### config.mk
export PLATFORM = sky130hd
export DESIGN_NAME = nor_cmd_ctrl
export DESIGN_NICKNAME = d
export VERILOG_FILES = /design/src/rtl/ncc_pkg.sv /design/src/rtl/ncc_decode.sv /design/src/rtl/ncc_engine.sv /design/src/rtl/ncc_array.sv /design/src/rtl/nor_cmd_ctrl.sv
export SDC_FILE = /design/constraint.sdc
export NUM_CORES = 2
export LEC_CHECK = 0
export BUFFER_PORTS_ARGS = -buffer_cell sky130_fd_sc_hd__buf_2
export CAP_MARGIN = 20
export CORE_MARGIN = 10
export CORE_UTILIZATION = 43
export DETAILED_ROUTE_END_ITERATION = 8
export PLACE_DENSITY = 0.65
export SYNTH_ARGS = -nofsm -noshare
export SYNTH_HDL_FRONTEND = slang
export SYNTH_HIERARCHICAL = 1
export SYNTH_SLANG_ARGS = --single-unit
### constraint.sdc
create_clock -name clk -period 7.62 [get_ports clk]
set_input_delay 1.524 -clock clk [delete_from_list [all_inputs] [get_ports clk]]
set_output_delay 1.524 -clock clk [all_outputs]
set_load 0.005 [all_outputs]
### src/rtl/ncc_pkg.sv
package ncc_pkg;
  localparam int DATA_W = 16;
  localparam int CMD_AW = 12;

  localparam logic [CMD_AW-1:0] ADR_KEY1 = 12'h555;
  localparam logic [CMD_AW-1:0] ADR_KEY2 = 12'h2AA;

  localparam logic [7:0] KEY1        = 8'hAA;
  localparam logic [7:0] KEY2        = 8'h55;
  localparam logic [7:0] OP_PROG     = 8'hA0;
  localparam logic [7:0] OP_ER_SETUP = 8'h80;
  localparam logic [7:0] OP_ER_GO    = 8'h30;
  localparam logic [7:0] OP_RESUME   = 8'h30;
  localparam logic [7:0] OP_SUSP     = 8'hB0;
  localparam logic [7:0] OP_FAST_IN  = 8'h20;
  localparam logic [7:0] OP_FAST_X1  = 8'h90;
  localparam logic [7:0] OP_FAST_X2  = 8'h00;

  typedef enum logic [3:0] {
    SQ_IDLE, SQ_K1, SQ_K2, SQ_PDATA, SQ_E1, SQ_E2, SQ_E3, SQ_FDATA, SQ_FEXIT
  } seq_e;

  function automatic logic key_first(input logic [CMD_AW-1:0] a, input logic [7:0] d);
    return (a == ADR_KEY1) && (d == KEY1);
  endfunction

  function automatic logic key_second(input logic [CMD_AW-1:0] a, input logic [7:0] d);
    return (a == ADR_KEY2) && (d == KEY2);
  endfunction

  // Poll word: bit 7 inverted target bit, bit 6 alternating, rest zero
  function automatic logic [DATA_W-1:0] status_word(input logic tgt7, input logic tog);
    logic [DATA_W-1:0] w;
    w = '0;
    w[7] = ~tgt7;
    w[6] = tog;
    return w;
  endfunction

  function automatic logic [DATA_W-1:0] merge_word(input logic [DATA_W-1:0] old_w,
                                                   input logic [DATA_W-1:0] new_w);
    return old_w & new_w;
  endfunction
endpackage

### src/rtl/ncc_decode.sv
module ncc_decode
  import ncc_pkg::*;
(
  input  logic              clk,
  input  logic              rst_n,
  input  logic              we,
  input  logic [CMD_AW-1:0] cmd_addr,
  input  logic [7:0]        cmd_byte,
  input  logic              busy,
  input  logic              p_susp,
  input  logic              e_susp,
  output logic              ev_prog,
  output logic              ev_erase,
  output logic              ev_resume,
  output logic              susp_req
);
  seq_e st_q, st_d;
  logic fast_q, fast_d;

  always_comb begin
    st_d      = st_q;
    fast_d    = fast_q;
    ev_prog   = 1'b0;
    ev_erase  = 1'b0;
    ev_resume = 1'b0;
    susp_req  = 1'b0;
    if (we) begin
      if (busy) begin
        susp_req = (cmd_byte == OP_SUSP);
      end else if (p_susp) begin
        ev_resume = (cmd_byte == OP_RESUME);
      end else begin
        case (st_q)
          SQ_IDLE: begin
            if (fast_q) begin
              if (cmd_byte == OP_PROG)          st_d = SQ_FDATA;
              else if (cmd_byte == OP_FAST_X1)  st_d = SQ_FEXIT;
              else if (e_susp && cmd_byte == OP_RESUME) ev_resume = 1'b1;
            end else if (key_first(cmd_addr, cmd_byte)) begin
              st_d = SQ_K1;
            end else if (e_susp && cmd_byte == OP_RESUME) begin
              ev_resume = 1'b1;
            end
          end
          SQ_K1: st_d = key_second(cmd_addr, cmd_byte) ? SQ_K2 : SQ_IDLE;
          SQ_K2: begin
            st_d = SQ_IDLE;
            if (cmd_addr == ADR_KEY1) begin
              if (cmd_byte == OP_PROG)                      st_d = SQ_PDATA;
              else if (cmd_byte == OP_ER_SETUP && !e_susp)  st_d = SQ_E1;
              else if (cmd_byte == OP_FAST_IN)              fast_d = 1'b1;
            end
          end
          SQ_PDATA, SQ_FDATA: begin
            ev_prog = 1'b1;
            st_d    = SQ_IDLE;
          end
          SQ_E1: st_d = key_first(cmd_addr, cmd_byte) ? SQ_E2 : SQ_IDLE;
          SQ_E2: st_d = key_second(cmd_addr, cmd_byte) ? SQ_E3 : SQ_IDLE;
          SQ_E3: begin
            ev_erase = (cmd_byte == OP_ER_GO);
            st_d     = SQ_IDLE;
          end
          SQ_FEXIT: begin
            if (cmd_byte == OP_FAST_X2) fast_d = 1'b0;
            st_d = SQ_IDLE;
          end
          default: st_d = SQ_IDLE;
        endcase
      end
    end
  end

  always_ff @(posedge clk or negedge rst_n) begin
    if (!rst_n) begin
      st_q   <= SQ_IDLE;
      fast_q <= 1'b0;
    end else begin
      st_q   <= st_d;
      fast_q <= fast_d;
    end
  end
endmodule

### src/rtl/ncc_engine.sv
module ncc_engine
  import ncc_pkg::*;
#(
  parameter int ARR_AW    = 6,
  parameter int WORD_AW   = 4,
  parameter int PROG_CYC  = 6,
  parameter int ERASE_CYC = 12
) (
  input  logic                      clk,
  input  logic                      rst_n,
  input  logic                      ev_prog,
  input  logic                      ev_erase,
  input  logic                      ev_resume,
  input  logic                      susp_req,
  input  logic [ARR_AW-1:0]         op_addr,
  input  logic [DATA_W-1:0]         op_data,
  output logic                      busy,
  output logic                      p_act,
  output logic                      p_susp,
  output logic                      e_act,
  output logic                      e_susp,
  output logic [ARR_AW-1:0]         p_addr,
  output logic [DATA_W-1:0]         p_data,
  output logic [ARR_AW-WORD_AW-1:0] e_sec,
  output logic                      prog_done,
  output logic                      erase_done
);
  localparam int SEC_AW = ARR_AW - WORD_AW;
  localparam int MAXC   = (PROG_CYC > ERASE_CYC) ? PROG_CYC : ERASE_CYC;
  localparam int CNT_W  = $clog2(MAXC + 1);

  logic [CNT_W-1:0] p_cnt, e_cnt;
  logic p_run, e_run, take_p, take_e, prog_ok, erase_ok, res_p, res_e;
  logic [SEC_AW-1:0] op_sec;

  assign op_sec     = op_addr[ARR_AW-1:WORD_AW];
  assign p_run      = p_act & ~p_susp;
  assign e_run      = e_act & ~e_susp;
  assign busy       = p_run | e_run;
  assign take_p     = susp_req & p_run & ~e_susp;
  assign take_e     = susp_req & e_run;
  assign prog_done  = p_run & ~take_p & (p_cnt == '0);
  assign erase_done = e_run & ~take_e & (e_cnt == '0);
  assign prog_ok    = ev_prog & ~busy & ~p_act & ~(e_act & e_susp & (op_sec == e_sec));
  assign erase_ok   = ev_erase & ~busy & ~p_act & ~e_act;
  assign res_p      = ev_resume & ~busy & p_susp;
  assign res_e      = ev_resume & ~busy & ~p_susp & e_susp & ~p_act;

  always_ff @(posedge clk or negedge rst_n) begin
    if (!rst_n) begin
      p_act  <= 1'b0;
      p_susp <= 1'b0;
      p_addr <= '0;
      p_data <= '0;
      p_cnt  <= '0;
    end else if (prog_ok) begin
      p_act  <= 1'b1;
      p_susp <= 1'b0;
      p_addr <= op_addr;
      p_data <= op_data;
      p_cnt  <= CNT_W'(PROG_CYC - 1);
    end else begin
      if (prog_done)              p_act <= 1'b0;
      else if (p_run && !take_p)  p_cnt <= p_cnt - 1'b1;
      if (take_p)                 p_susp <= 1'b1;
      if (res_p)                  p_susp <= 1'b0;
    end
  end

  always_ff @(posedge clk or negedge rst_n) begin
    if (!rst_n) begin
      e_act  <= 1'b0;
      e_susp <= 1'b0;
      e_sec  <= '0;
      e_cnt  <= '0;
    end else if (erase_ok) begin
      e_act  <= 1'b1;
      e_susp <= 1'b0;
      e_sec  <= op_sec;
      e_cnt  <= CNT_W'(ERASE_CYC - 1);
    end else begin
      if (erase_done)             e_act <= 1'b0;
      else if (e_run && !take_e)  e_cnt <= e_cnt - 1'b1;
      if (take_e)                 e_susp <= 1'b1;
      if (res_e)                  e_susp <= 1'b0;
    end
  end
endmodule

### src/rtl/ncc_array.sv
module ncc_array
  import ncc_pkg::*;
#(
  parameter int ARR_AW  = 6,
  parameter int WORD_AW = 4
) (
  input  logic                      clk,
  input  logic                      rst_n,
  input  logic                      prog_done,
  input  logic [ARR_AW-1:0]         p_addr,
  input  logic [DATA_W-1:0]         p_data,
  input  logic                      erase_done,
  input  logic [ARR_AW-WORD_AW-1:0] e_sec,
  input  logic [ARR_AW-1:0]         rd_addr,
  output logic [DATA_W-1:0]         rd_word
);
  localparam int WORDS      = 1 << ARR_AW;
  localparam int SECT_WORDS = 1 << WORD_AW;

  logic [DATA_W-1:0] mem [WORDS];

  assign rd_word = mem[rd_addr];

  always_ff @(posedge clk or negedge rst_n) begin
    if (!rst_n) begin
      for (int i = 0; i < WORDS; i++) mem[i] <= '1;
    end else begin
      if (prog_done) mem[p_addr] <= merge_word(mem[p_addr], p_data);
      if (erase_done) begin
        for (int i = 0; i < SECT_WORDS; i++) mem[{e_sec, WORD_AW'(i)}] <= '1;
      end
    end
  end
endmodule

### src/rtl/nor_cmd_ctrl.sv
module nor_cmd_ctrl
  import ncc_pkg::*;
#(
  parameter int ADDR_W     = 12,
  parameter int SECT_NUM   = 4,
  parameter int SECT_WORDS = 16,
  parameter int PROG_CYC   = 6,
  parameter int ERASE_CYC  = 12
) (
  input  logic              clk,
  input  logic              rst_n,
  input  logic              host_we,
  input  logic              host_rd,
  input  logic [ADDR_W-1:0] host_addr,
  input  logic [DATA_W-1:0] host_wdata,
  output logic [DATA_W-1:0] host_rdata,
  output logic              ready
);
  localparam int WORD_AW = $clog2(SECT_WORDS);
  localparam int SEC_AW  = $clog2(SECT_NUM);
  localparam int ARR_AW  = WORD_AW + SEC_AW;

  logic ev_prog, ev_erase, ev_resume, susp_req;
  logic busy, p_act, p_susp, e_act, e_susp, prog_done, erase_done;
  logic [ARR_AW-1:0] p_addr, arr_addr;
  logic [DATA_W-1:0] p_data, arr_q;
  logic [SEC_AW-1:0] e_sec, rd_sec;
  logic status_rd, tog_q, tgt7;

  assign arr_addr = host_addr[ARR_AW-1:0];
  assign rd_sec   = arr_addr[ARR_AW-1:WORD_AW];

  ncc_decode u_dec (
    .clk(clk), .rst_n(rst_n), .we(host_we),
    .cmd_addr(host_addr[CMD_AW-1:0]), .cmd_byte(host_wdata[7:0]),
    .busy(busy), .p_susp(p_susp), .e_susp(e_susp),
    .ev_prog(ev_prog), .ev_erase(ev_erase), .ev_resume(ev_resume), .susp_req(susp_req)
  );

  ncc_engine #(.ARR_AW(ARR_AW), .WORD_AW(WORD_AW), .PROG_CYC(PROG_CYC), .ERASE_CYC(ERASE_CYC)) u_eng (
    .clk(clk), .rst_n(rst_n),
    .ev_prog(ev_prog), .ev_erase(ev_erase), .ev_resume(ev_resume), .susp_req(susp_req),
    .op_addr(arr_addr), .op_data(host_wdata),
    .busy(busy), .p_act(p_act), .p_susp(p_susp), .e_act(e_act), .e_susp(e_susp),
    .p_addr(p_addr), .p_data(p_data), .e_sec(e_sec),
    .prog_done(prog_done), .erase_done(erase_done)
  );

  ncc_array #(.ARR_AW(ARR_AW), .WORD_AW(WORD_AW)) u_arr (
    .clk(clk), .rst_n(rst_n),
    .prog_done(prog_done), .p_addr(p_addr), .p_data(p_data),
    .erase_done(erase_done), .e_sec(e_sec),
    .rd_addr(arr_addr), .rd_word(arr_q)
  );

  assign ready     = ~busy;
  assign tgt7      = p_act ? p_data[7] : 1'b1;
  assign status_rd = host_rd & (busy
                   | (p_act & p_susp & (rd_sec == p_addr[ARR_AW-1:WORD_AW]))
                   | (e_act & e_susp & (rd_sec == e_sec)));

  always_ff @(posedge clk or negedge rst_n) begin
    if (!rst_n) begin
      host_rdata <= '0;
      tog_q      <= 1'b0;
    end else if (host_rd) begin
      if (status_rd) begin
        host_rdata <= status_word(tgt7, tog_q);
        tog_q      <= ~tog_q;
      end else begin
        host_rdata <= arr_q;
      end
    end
  end
endmodule

# --- Word level (Yosys, flattened, before mapping) ---
# Cells that the tools add are included.
word_totals:
  romBits: 0
  latch_bits: 0
  regBits: 1082
  memories: 0
  input_bits: 32
  elab_cells: 356
  mem_bits_rw: 0
  output_inout_bits: 17
classes:
  n_shift: 0
  n_eq_ne: 29
  order_cmp: 35
  mux: 97
  bitwise_logic: 73
  reduce_logical: 43
  div: 0
  mul: 0
  addsub: 2
ops:
  columns: ["op", "count"]
  rows:
  - ["1024-bit bitwise OR", 16]
  - ["1024-bit two-way mux", 2]
  - ["16-bit demux with 6-bit select", 17]
  - ["1024-bit bitwise mux", 1]
  - ["16-bit two-way mux", 22]
  - ["16-bit binary-select mux with 6-bit select", 2]
  - ["7-bit >= comparator (second input constant)", 18]
  - ["6-bit NOT with 7-bit output", 18]
  - ["7-bit by 1-bit < comparator with 1-bit output (second input constant)", 17]
  - ["4-bit two-way mux", 12]
  - ["8-bit equality test (second input constant)", 5]
  - ["1-bit two-way mux", 35]
  - ["1-bit AND", 25]
  - ["1-bit logical AND", 23]
  - ["4-bit one-hot mux with 5 select lines", 1]
  - ["16-bit AND", 1]
  - ["4-bit by 3-bit equality test with 1-bit output (second input constant)", 4]
  - ["8-bit by 6-bit equality test with 1-bit output (second input constant)", 2]
  - ["12-bit by 10-bit equality test with 1-bit output (second input constant)", 1]
  - ["12-bit by 11-bit equality test with 1-bit output (second input constant)", 1]
  - ["4-bit zero test", 3]
  - ["2-bit by 1-bit inequality test with 1-bit output (second input constant)", 5]
  - ["1-bit NOT", 10]
  - ["2-bit nonzero test", 5]
  - ["other kinds (20)", 33]

# --- Logic depth before layout (Yosys ltp) ---
depth:
  depth_word: 28
  ltp_mapped: 13
  ltp_nobuf: 11

# --- By module ---
# Netlist, hierarchy kept.
modules_own_cells:
  columns: ["mod", "n_inst", "cells_per_inst", "area_each_um2", "seq_area_each_um2"]
  rows:
  - ["ncc_array", 1, 5193, 56171.4, 26905.8]
  - ["ncc_engine", 1, 130, 1652.8, 900.9]
  - ["nor_cmd_ctrl", 1, 52, 706.9, 425.4]
  - ["ncc_decode", 1, 72, 601.8, 125.1]

# --- Least setup slack after synthesis ---
# No wires, ideal clock.
synth_timing:
  kind: "input port to flip-flop"
  startpoint: "input port host_addr[0]"
  endpoint: "register host_rdata[10]"
  setup_slack_ps: 3487
  path_stages: 9
  n_path_buf: 4
  arrival_ps: 4012
  t_required_ps: 7499
  setup_ps: 121
  cell_sequence: "clkbuf_1 -> buf_2 -> buf_1 -> buf_2 -> mux4_2 -> mux4_2 -> nand2_1 -> o211ai_1 -> a22o_1"
synth_via:
  elab_chain_len: 5
synth_rtl:
  columns: ["element", "line_no", "source"]
  rows:
  - ["start: declaration", "nor_cmd_ctrl.sv:14", "input logic [ADDR_W-1:0] host_addr,"]
  - ["6-bit NOT with 7-bit output (not written as such)", "ncc_array.sv:22", "assign rd_word = mem[rd_addr];"]
  - ["16-bit binary-select mux with 6-bit select", "ncc_array.sv:22", null]
  - ["16-bit two-way mux (not written as such) (2 in series)", "ncc_array.sv:22", null]
  - ["via arr_q[10]", "nor_cmd_ctrl.sv:26", "logic [DATA_W-1:0] p_data, arr_q;"]
  - ["16-bit two-way mux", "nor_cmd_ctrl.sv:67", "if (status_rd) begin"]
  - ["end signal: assignment", "nor_cmd_ctrl.sv:68", "host_rdata <= status_word(tgt7, tog_q);"]
  - ["end signal: assignment", "nor_cmd_ctrl.sv:71", "host_rdata <= arr_q;"]
  - ["end: declaration", "nor_cmd_ctrl.sv:16", "output logic [DATA_W-1:0] host_rdata,"]
# The timed path passes the listed nets, and every way through them passes these cells. The select of a mux whose other input is x is not followed.
# A chain may end at the register's enable or synchronous reset.

# --- Worst setup path after layout ---
layout_timing:
  startpoint: "register u_eng.p_addr[2]"
  endpoint: "register u_arr/mem[922] (netlist bit)"
layout_via:
  elab_chain_len: 24
  elab_cells_between_ends: 29
  cone_classes: "2 x order compare; 8 x mux; 18 x bitwise; 1 x reduce/logical"
layout_rtl:
  columns: ["element", "line_no", "source"]
  rows:
  - ["start: declaration", "ncc_engine.sv:22", "output logic [ARR_AW-1:0] p_addr,"]
  - ["start signal: assignment", "ncc_engine.sv:59", "p_addr <= op_addr;"]
  - ["6-bit NOT with 7-bit output (not written as such) *", "ncc_array.sv:28", "if (prog_done) mem[p_addr] <= merge_word(mem[p_addr], p_data);"]
  - ["7-bit >= comparator (not written as such) (tied with other cells)", "ncc_array.sv:28", null]
  - ["1-bit logical AND (not written as such) / 16-bit two-way mux (equally long branches)", "ncc_array.sv:28", null]
  - ["16-bit two-way mux (not written as such)", "ncc_array.sv:28", null]
  - ["16-bit demux with 6-bit select / 16-bit AND (equally long branches)", "ncc_array.sv:28, ncc_pkg.sv:42", null]
  - ["1024-bit bitwise mux *", "ncc_array.sv:28", null]
  - ["1024-bit two-way mux *", "ncc_array.sv:28", null]
  - ["1024-bit bitwise OR (no line) (16 in series)", null, null]
  - ["1024-bit two-way mux *", "ncc_array.sv:29", "if (erase_done) begin"]
  - ["end signal: indexed assignment", "ncc_array.sv:28", null]
  - ["end: declaration", "ncc_array.sv:20", "logic [DATA_W-1:0] mem [WORDS];"]
# Mark *: on every way between the ends. The rest lies on a longest branch, timed or not. The select of a mux whose other input is x is not followed.

==> metrics.cfg <==
[critical_path]
end_kind = flop
crit_arrival_ns = 5.95
crit_family = compound AO/OA/AOI/OAI gates
crit_buf_inv = 3
crit_chain = clkinv_2 -> buf_4 -> a221oi_1 -> o22ai_1 -> a22oi_1 -> nand3_1 -> o21ai_4 -> buf_4 -> o21ai_0
worstPathRequired_ns = 8.27
crit_path_max_fanout = 40
critPathMostFrequentCell = buf_4
crit_type = flop to flop
cp-start-kind = flop
critPathMaxStageDelay_ns = 0.84
critical-path-slowest-cell = clkinv_2

[clock_tree]
cts_root_buf = clkbuf_16
clk_latency_ns = 0.78
numClockSinks = 1082
cts_buffers = 116
htreeDepth = 3
clockBufferDepth = 3
cts_tree = built
cts_setup_buffers = 0
postCtsHoldBufs = 0
cts_resized = 0
path_clk_slew_ns = 0.06

[logic_synthesis]
synth_fa_ha_area_share_pct = 0.06348
syn-cell-area_mm2 = 0.05913
synth_edf_count = 0
synth_top_family_by_area = compound AO/OA/AOI/OAI gates
synth-compound-area-share_pct = 24.58
avgSynthCellArea_um2 = 10.86
synthDistinctLibCells = 89
synth_xor_area_share_pct = 0.1481
synth_simple_gate_area_share_pct = 6.731
async_reset_ff_share_pct = 100.0
ys_seq_elements = 1082
synth_ff_type = dfstp_2
syn-num-nets = 5482
synthCells = 5447
synthMuxAreaShare_pct = 15.68
yosys_warnings = 6
yosysSeqAreaShare_pct = 47.95

[floorplanning]
num_rows = 136
die_area_mm2 = 0.1528
io_pins = 49
fp.dieW_um = 390.8
start_util_pct = 43.17
core_mm2 = 0.1370
die_h_um = 390.8

[routing]
dr.first_iter.drc_count = 8060
drt_wl_total_um = 247900
vias = 51268
wl_per_cell_um = 35.22
postRouteAntennaNets = 0
drcViolationCount = 0
firstDrtPassIters = 6
via_per_inst = 7.283

[global_route]
use_met1_pct = 39.84
grt_pass1_vias = 48964
track_usage_pct = 31.72
overflow = 0
grt_max_degree = 176
use_met3_pct = 13.47
use_met2_pct = 43.76
top_usage_layer = met2
grt_pass1_wl_um = 360000
antenna_found_initial = 21

[placed_design]
numPortBuffers = 48
gp_congestion = 1.024
dpl.hpwl_um = 151400
placed_cell_area_mm2 = 0.06080

[layout]
utilization_pct = 47.53
multi_input_area_mm2 = 0.02814
final_area_mm2 = 0.06510
drive_gt1_share_pct = 37.47
seq_area_mm2 = 0.02837
area_growth_syn_to_layout_pct = 10.10
fin_nets = 5170
fillers = 12282

[power]
ir_drop_mv = 0.2101
leakage_nw = 22.42
power_density_mw_per_mm2 = 282.6

[timing]
fin_crit_ns = 5.300
fin_crit_sh_pct = 69.56
setup_violations = 0
fin_tns_setup_ns = 0
skew_ns = 0.03812
max_freq_ghz = 0.1887
worstMarginPinSlew_ns = 1.325
final_hold_viol_count = 0
slew_headroom_pct = 11.64
report.final.slew_viol_count = 0
rsz0062_at_grt = no

[hold_path]
worstHoldPathType = flop to flop

[status]
status = complete, no violations

[flow_run]
drv_cap = 0

==> kinds of logic (layout without fill, tap and decap cells) <==
kind of cell	after synthesis	count (layout)
AOI/OAI and AO/OA	2242	2242
other	0	11
muxes	496	496
DFF	1082	1082
and+or+nand+nor	932	932
buffers and inverters	682	469
adders and majority gates	3	3
xor gates and xnor gates	10	10
==> placed cells by master, fill, tap and decap left out, drive strengths merged, types with 7 or more instances in the layout <==
cell        n
nand2     684
mux2       96
o21ai     572
nor3       50
mux4      331
o31ai       7
and2        7
a221o      12
a22o       27
a211oi     12
buf       234
a221oi    207
inv        15
nand4      14
dfstp    1024
bufinv     17
nand3b      8
or3         9
clkbuf    171
o221ai     17
a31oi       9
o32ai      10
nor2       72
clkinv     31
diode      11
a22oi     171
a21oi     543
o22ai      73
nand3      20
o2111ai     7
nor2b      20
o22a       10
mux2i      69
xnor2       7
dfrtp      58
o211ai    532
and3       10
==> path summary, 6_finish.rpt <==
check                                       end            start  slack, ns  depth (start not counted)
worst max-delay path             u_arr/mem[922]  u_eng/p_addr[2]       2.32                          9
worst min-delay path             u_arr/mem[506]   u_arr/mem[506]       0.51                          2
worst max register to register   u_arr/mem[922]  u_eng/p_addr[2]       2.32                          9
worst min register to register   u_arr/mem[506]   u_arr/mem[506]       0.51                          2
max in group asynchronous       u_eng/p_addr[0]            rst_n       5.04                          2
min in group asynchronous        u_eng/e_cnt[0]            rst_n       0.92                          1
==> final cells by class <==
| type | instances | share of cell area [%] |
|---|---|---|
| clock inverter | 48 | 1.084 |
| tap | 1794 | 3.448 |
| timing repair buffer | 236 | 3.133 |
| antenna | 11 | 0.04228 |
| clock buffer | 169 | 5.402 |
| sequential | 1082 | 43.57 |
| multi-input combinational | 3683 | 43.22 |
| inverter | 16 | 0.09609 |
==> routing by layer <==
metal / up-vias / wire length, um
met1: 25643 / 88060
li1: 20384 / -
met4: 12 / 20920
met3: 1038 / 37410
met2: 4191 / 101200
met5: - / 370
==> where the power goes <==
part / switching, W / internal (W)
Combinational: 0.00420 / 0.00140
Clock: 0.00253 / 0.00376
Sequential: 0.000342 / 0.00616
==> stage by stage <==
stage	total power [W]	worst slack [ns]	hold slack, ns	instances
after detailed placement	0.01167	2.591	0.4840	6805
final	0.01840	2.320	0.5057	7039
after CTS	0.01794	2.798	0.5051	7022
after global routing	0.01861	2.338	0.5235	7032
after global placement	0.01165	2.759	0.4570	6805
after floorplan	0.009168	3.487	0.4403	5447
==> worst register-to-register path, cell delays in order, from the launching register on <==
cell      delay [ns]
dfrtp_4         0.74
clkinv_2        0.84
buf_4           0.52
a221oi_1        0.25
o22ai_1         0.20
a22oi_1         0.81
nand3_1         0.26
o21ai_4         0.70
buf_4           0.62
o21ai_0         0.24
==> cells in the mapped netlist, types with 7 or more instances <==
master | n | area (um^2)
o22ai_1 | 73 | 456.7
buf_2 | 153 | 765.7
nor2b_1 | 19 | 118.9
a22oi_1 | 171 | 1284
or3_1 | 9 | 56.30
nand2_1 | 683 | 2564
nand3b_1 | 8 | 60.06
a221oi_1 | 207 | 1813
mux2_1 | 7 | 78.83
clkbuf_1 | 452 | 1697
xnor2_1 | 7 | 61.31
o211ai_1 | 532 | 3994
o22a_1 | 10 | 87.58
buf_6 | 7 | 78.83
and2_1 | 7 | 43.79
buf_1 | 41 | 153.9
nor3_1 | 48 | 240.2
inv_1 | 12 | 45.04
o221ai_1 | 17 | 148.9
mux4_2 | 331 | 7455
and3_1 | 10 | 62.56
dfrtp_1 | 58 | 1451
nor2_1 | 72 | 270.3
mux2_4 | 12 | 180.2
o21ai_0 | 478 | 2392
dfstp_2 | 1024 | 26910
mux2_2 | 77 | 867.1
a21oi_1 | 543 | 2718
a221o_1 | 12 | 120.1
buf_4 | 12 | 90.09
a22o_1 | 27 | 236.5
a211oi_1 | 11 | 82.58
o2111ai_1 | 7 | 61.31
nand4_1 | 13 | 81.33
o21ai_1 | 88 | 440.4
nand3_1 | 19 | 95.09
o32ai_1 | 10 | 87.58
a31oi_1 | 9 | 56.30
mux2i_1 | 69 | 690.7
==> state kept, by name, indices dropped and copies added (netlist names) <==
| name | flops |
|---|---|
| u_arr/mem | 1024 |
| host_rdata | 16 |
| u_eng/p_data | 16 |
| u_eng/p_addr | 6 |
| u_dec/st_q | 4 |
| u_eng/e_cnt | 4 |
| u_eng/p_cnt | 4 |
| u_eng/e_sec | 2 |
| tog_q | 1 |
| u_dec/fast_q | 1 |
| u_eng/e_act | 1 |
| u_eng/e_susp | 1 |
| u_eng/p_act | 1 |
| u_eng/p_susp | 1 |
Note: power is estimated with default switching activity, not from simulation.
